File: config.mk
export PLATFORM = sky130hd
export DESIGN_NAME = gpio_pin_resolver
export DESIGN_NICKNAME = d
export VERILOG_FILES = /design/src/rtl/gpio_res_pkg.sv /design/src/rtl/gpio_res_ctrl.sv /design/src/rtl/gpio_res_dp.sv /design/src/rtl/gpio_pin_resolver.sv
export SDC_FILE = /design/constraint.sdc
export NUM_CORES = 1
export LEC_CHECK = 0
export ABC_AREA = 1
export ABC_CLOCK_PERIOD_IN_PS = 1100
export BUFFER_PORTS_ARGS = -buffer_cell sky130_fd_sc_hd__buf_2
export CORE_AREA = 2 2 187 189
export CTS_CLUSTER_DIAMETER = 100
export DETAILED_ROUTE_END_ITERATION = 10
export DIE_AREA = 0 0 189 191
export GPL_TIMING_DRIVEN = 0
export PLACE_DENSITY = 0.56
export SLEW_MARGIN = 20
export SYNTH_ARGS = -nofsm -noshare
export SYNTH_HDL_FRONTEND = slang
export SYNTH_SLANG_ARGS = --single-unit
File: constraint.sdc
create_clock -name clk -period 1.1 [get_ports clk]
set_clock_uncertainty 0.15 [all_clocks]
set_input_delay 0.22 -clock clk [delete_from_list [all_inputs] [get_ports clk]]
set_output_delay 0.22 -clock clk [all_outputs]
set_load 0.01 [all_outputs]
File: src/rtl/gpio_res_pkg.sv
package gpio_res_pkg;

  // Per-pin configuration word layout
  localparam int CFG_W      = 7;
  localparam int DIR_POS    = 0;
  localparam int BUFOFF_POS = 1;
  localparam int PULL_LSB   = 2;
  localparam int PULL_W     = 2;
  localparam int DRV_LSB    = 4;
  localparam int DRV_W      = 3;

  localparam logic [PULL_W-1:0] PULL_DOWN = 2'b01;
  localparam logic [PULL_W-1:0] PULL_UP   = 2'b11;

  // Strobes handed from the decode side to the datapath, one per pin
  typedef struct packed {
    logic drvOn;    // driver connected (direction and drive mode agree)
    logic bufOff;   // input buffer cut off
    logic pullOn;   // a pull resistor is enabled
    logic pullLvl;  // level the pull resistor provides
  } pinStrobe_t;

  // Whether the drive mode lets the driver connect for this output level
  function automatic logic gateForMode(input logic [DRV_W-1:0] mode,
                                       input logic outBit);
    logic gate;
    case (mode)
      3'd0, 3'd1, 3'd2, 3'd3: gate = 1'b1;
      3'd4, 3'd5:             gate = outBit;
      default:                gate = ~outBit;
    endcase
    return gate;
  endfunction

endpackage

File: src/rtl/gpio_res_ctrl.sv
module gpio_res_ctrl
  import gpio_res_pkg::*;
#(
  parameter int NUM_PINS = 32
) (
  input  logic [NUM_PINS*CFG_W-1:0] cfgFlat,
  input  logic [NUM_PINS-1:0]       outLatch,
  output pinStrobe_t [NUM_PINS-1:0] strobe
);

  for (genvar i = 0; i < NUM_PINS; i++) begin : g_dec
    logic [CFG_W-1:0]  cfgWord;
    logic [DRV_W-1:0]  driveMode;
    logic [PULL_W-1:0] pullSel;
    logic              modeGate;

    assign cfgWord   = cfgFlat[i*CFG_W +: CFG_W];
    assign driveMode = cfgWord[DRV_LSB +: DRV_W];
    assign pullSel   = cfgWord[PULL_LSB +: PULL_W];
    assign modeGate  = gateForMode(driveMode, outLatch[i]);

    assign strobe[i] = '{
      drvOn:   cfgWord[DIR_POS] & modeGate,
      bufOff:  cfgWord[BUFOFF_POS],
      pullOn:  (pullSel == PULL_DOWN) || (pullSel == PULL_UP),
      pullLvl: (pullSel == PULL_UP)
    };
  end

endmodule

File: src/rtl/gpio_res_dp.sv
module gpio_res_dp
  import gpio_res_pkg::*;
#(
  parameter int NUM_PINS = 32
) (
  input  logic                      clk,
  input  logic                      rst,
  input  pinStrobe_t [NUM_PINS-1:0] strobe,
  input  logic [NUM_PINS-1:0]       outLatch,
  input  logic [NUM_PINS-1:0]       extValid,
  input  logic [NUM_PINS-1:0]       extLevel,
  output logic [NUM_PINS-1:0]       padEn,
  output logic [NUM_PINS-1:0]       padLevel,
  output logic [NUM_PINS-1:0]       inBits,
  output logic [NUM_PINS-1:0]       shortFlag,
  output logic [NUM_PINS-1:0]       changeEvt
);

  logic [NUM_PINS-1:0] connQ, lvlQ, inQ, shortQ, evtQ;
  logic [NUM_PINS-1:0] connD, lvlD, inD, shortD;

  for (genvar i = 0; i < NUM_PINS; i++) begin : g_pin
    logic conn, lvl, inNext, clash;

    always_comb begin
      conn   = strobe[i].drvOn;
      lvl    = outLatch[i];
      inNext = inQ[i];
      clash  = 1'b0;
      if (strobe[i].bufOff) begin
        // Buffer cut off: pull wins, else a present stimulus loads
        if (strobe[i].pullOn) begin
          inNext = strobe[i].pullLvl;
        end else if (extValid[i]) begin
          inNext = extLevel[i];
        end
      end else if (extValid[i]) begin
        inNext = extLevel[i];
        clash  = conn & (lvl ^ extLevel[i]);
      end else begin
        // Floating pin: the pull acts as a driver when the output is off
        if (strobe[i].pullOn && !conn) begin
          conn = 1'b1;
          lvl  = strobe[i].pullLvl;
        end
        if (conn) begin
          inNext = lvl;
        end
      end
    end

    assign connD[i]  = conn;
    assign lvlD[i]   = lvl;
    assign inD[i]    = inNext;
    assign shortD[i] = clash;
  end

  always_ff @(posedge clk) begin
    if (rst) begin
      connQ  <= '0;
      lvlQ   <= '0;
      inQ    <= '0;
      shortQ <= '0;
      evtQ   <= '0;
    end else begin
      connQ  <= connD;
      lvlQ   <= lvlD;
      inQ    <= inD;
      shortQ <= shortD;
      evtQ   <= (connD ^ connQ) | (lvlD ^ lvlQ);
    end
  end

  assign padEn     = connQ;
  assign padLevel  = lvlQ;
  assign inBits    = inQ;
  assign shortFlag = shortQ;
  assign changeEvt = evtQ;

endmodule

File: src/rtl/gpio_pin_resolver.sv
module gpio_pin_resolver
  import gpio_res_pkg::*;
#(
  parameter int NUM_PINS = 32
) (
  input  logic                      clk,
  input  logic                      rst,
  input  logic [NUM_PINS*CFG_W-1:0] cfgFlat,
  input  logic [NUM_PINS-1:0]       outLatch,
  input  logic [NUM_PINS-1:0]       extValid,
  input  logic [NUM_PINS-1:0]       extLevel,
  output logic [NUM_PINS-1:0]       padEn,
  output logic [NUM_PINS-1:0]       padLevel,
  output logic [NUM_PINS-1:0]       inBits,
  output logic [NUM_PINS-1:0]       shortFlag,
  output logic [NUM_PINS-1:0]       changeEvt
);

  pinStrobe_t [NUM_PINS-1:0] strobe;

  gpio_res_ctrl #(.NUM_PINS(NUM_PINS)) u_ctrl (
    .cfgFlat  (cfgFlat),
    .outLatch (outLatch),
    .strobe   (strobe)
  );

  gpio_res_dp #(.NUM_PINS(NUM_PINS)) u_dp (
    .clk       (clk),
    .rst       (rst),
    .strobe    (strobe),
    .outLatch  (outLatch),
    .extValid  (extValid),
    .extLevel  (extLevel),
    .padEn     (padEn),
    .padLevel  (padLevel),
    .inBits    (inBits),
    .shortFlag (shortFlag),
    .changeEvt (changeEvt)
  );

endmodule

==> reports/metrics.csv <==
stage,metric,value,unit
outcome,status,"complete, but fails checks",
outcome,failing checks,"hold timing, setup timing",
setup_path,Crit Path Class,register to primary output,
power_and_ir_drop,VDD IR-drop max,1050,uV
global_route,vias in the first global route,11048,
cts,CTS tree,done,
place,HPWL Detailed,27.9,mm
floorplanning,# IOs,482,
sta,final setup vio count,177,
place,port bufs,448,
cells_and_area,fin area,16100,um^2
drt,DR pass1 iterations,5,
floorplanning,die area,36100,um^2
global_route,Congestion Overflow GR,0,
sta,fin crit share,117,%
sta,RSZ-0062 raised after global routing,yes,
floorplanning,Starting Density,27.3,%
floorplanning,Rows,68,
power_and_ir_drop,pwr dens,1170,nW/um^2
cells_and_area,filler cell count,3380,
power_and_ir_drop,Leak Pwr,8.23,nW
floorplanning,Die W,189,um
setup_path,Required @ worst endpoint,0.73,ns
drt,Total Wirelength,37.2,mm
sta,fmax,779,MHz
cells_and_area,Synth-to-Final Area Change,73.6,%
setup_path,Critical Path Source Type,register,
yosys,"count leader, synth",nand2_1,
sta,Worst Tran Pin Value,0.311,ns
cts,clk sinks,160,
setup_path,slowest CP cell,dfxtp_2,
yosys,Syn Area/Cell,6.68,um^2
drt,DR vias,11396,
cts,Clock Latency Late Sink,0.44,ns
floorplanning,core area,34100,um^2
setup_path,CP endpoint kind,primary output,
cells_and_area,Nets,2352,
yosys,"Distinct cells, synth",30,
yosys,"FF+latch count, synth",160,
drt,First DRT Iteration DRCs,457,
cts,Root Driver,clkbuf_16,
yosys,Cells after Synth,1393,
cts,Num CTS Buffers,17,
yosys,number of synthesized flops with an enable pin,0,
cts,Clock Pin Slew Worst Setup and Hold Paths,0.07,ns
yosys,post-synth top area share,34.4,%
setup_path,Bufs and invs on worst path,1,
floorplanning,Die Height,191,um
setup_path,family with the most delay on the worst path,flip-flops,
setup_path,critical path cell sequence,buf_6,
sta,minimum clock period after layout,1.28,ns
yosys,"Warnings, synthesis",0,
yosys,most instantiated cells after synthesis,"nand2_1 (315), inv_1 (264), nand3_1 (163)",
sta,max_slew headroom,78.7,%
yosys,Mapped Area,9300,um^2
setup_path,Crit path largest cell delay,0.35,ns
yosys,synth top area cells,"dfxtp_1 (34%), nand2_1 (13%), inv_1 (11%), nand3_1 (8.8%), nand3_2 (5.2%)",
yosys,fraction of registers with async set or reset after synthesis,0,%
sta,Hold Worst Slack,-0.118,ns
yosys,Yosys top cell by area,dfxtp_1,
place,RD Place Congestion,0.902,
drt,Avg WL per Cell,14.9,um
global_route,GRT Overall Usage,19.5,%
sta,Max Slew Vio Count,0,
cells_and_area,final core utilization,47.3,%
drt,DRC violation count after routing,0,
sta,Hold Fails Final Rpt,78,
sta,final setup margin,-0.184,ns
cells_and_area,register area,3370,um^2
yosys,Post-Syn Nets,1715,
drt,Antenna Nets Post-Route,0,
yosys,sequential share of the synthesized area,34.4,%
global_route,largest net degree at the start of global routing,17,
drt,Via-to-Cell Ratio,4.55,
setup_path,Worst Path Max Fanout,2,
cts,clk buf depth,2,
cells_and_area,multi-input logic area,5500,um^2
global_route,initial antenna violation count,7,
cells_and_area,ratio of cells with drive above 1 in the final layout,47.0,%
place,placed instance area,12500,um^2
yosys,Main synth FF type,dfxtp_1,
place,Placed Cells,2296,
cells_and_area,post-route insts no fill,2504,
global_route,first-pass GRT wire length,55.6,mm
cts,# H-tree levels,4,
run,maxcap violations,0,
setup_path,WP data arrival,0.91,ns
hold_path,Tightest Hold Check Type,input pin to register,
worst paths after layout:
kind / from / to / slack (ns) / cells past startpoint
setup / recovery: u_dp.inBits[4] / inBits[4] / -0.18 / 1
hold / removal: extValid[5] / u_dp.shortFlag[5] / -0.12 / 3
setup reg to reg: u_dp.padEn[24] / u_dp.changeEvt[24] / 0.03 / 5
hold reg to reg: u_dp.inBits[6] / u_dp.inBits[6] / 0.36 / 2
through the flow:
step	total power [W]	setup slack, ns	TNS [ns]
floorplan	0.00872	-0.0831	-4.88
global placement	0.0105	-1.06	-92.03
detailed placement	0.0106	-1.07	-92.00
CTS	0.0187	-0.214	-30.64
global route	0.0198	-0.249	-33.15
finish	0.0188	-0.184	-25.26
tightest hold or removal path: stages:
cell	delay [ns]
buf_2	0.12
nand2_1	0.06
nor4_1	0.05
final cells by class:
type / instances / share of cell area [%]
antenna: 6 / 0.0930
buffer: 17 / 0.845
clock buffer: 18 / 2.66
clock inverter: 14 / 1.55
inverter: 274 / 7.28
multi-input combinational: 942 / 34.0
sequential: 160 / 20.9
tap: 455 / 3.53
timing repair buffer: 618 / 29.1
repair_timing:
action                                  4_1_cts  5_1_grt
endpoints found under the setup margin      247      234
gates resized for setup                     299      137
hold buffers                                 68       53
pin swaps                                     0       45
endpoints found under the hold margin       113       82
buffers inserted                             55       18
cell usage in the layout, fill, tap and decap left out, types with 7 or more instances in the layout:
cell	synthesis	routed
o21ai_0	84	39
inv_4	0	12
nand2_2	24	70
nor2_2	23	29
clkbuf_16	0	17
xnor2_1	50	35
dlygate4sd3_1	0	87
dfxtp_1	160	23
buf_4	2	77
buf_6	1	144
nand3_2	48	66
o21a_1	7	7
o211ai_1	14	14
dlymetal6s4s_1	0	14
nor3_1	13	13
a21oi_1	50	46
buf_2	8	305
inv_8	0	8
a31oi_1	10	10
xnor2_2	0	15
a2111oi_2	10	11
o21ai_2	0	21
a41oi_1	15	15
nand2_1	315	263
nand2_4	1	7
nand3_1	163	145
o21ai_1	8	32
or2_1	7	7
nor2_1	84	78
dfxtp_2	0	137
inv_1	264	243
registers in the layout (all words and copies together) (netlist names):
signal and cells:
u_dp.changeEvt 32, u_dp.padEn 32, u_dp.inBits 32, u_dp.shortFlag 32
u_dp.padLevel 32
power by group:
| part | switching (W) | total [W] | internal [W] |
|---|---|---|---|
| combinational | 0.00260 | 0.00519 | 0.00259 |
| sequential | 0.000278 | 0.00659 | 0.00631 |
| clock | 0.00274 | 0.00705 | 0.00431 |
cells by family (layout without fill, tap and decap cells):
kind of cell | count (synthesis) | count (layout) | share of synthesized area, %
buffers and inverters | 291 | 941 | 12.0
other | 0 | 6 | 0
AOI/OAI and AO/OA | 202 | 202 | 13.4
DFF | 160 | 160 | 34.4
and+or+nand+nor | 690 | 690 | 35.4
xor gates and xnor gates | 50 | 50 | 4.71
routing by layer:
metal | track usage (%) | up-vias | share of wire, %
li1 | - | 5756 | -
met1 | 22.0 | 5254 | 41
met2 | 35.1 | 316 | 50
met3 | 4.81 | 68 | 6.0
met4 | 8.05 | 2 | 3.2
met5 | 0 | - | 0.035
Note: power is estimated with default switching activity, not from simulation.
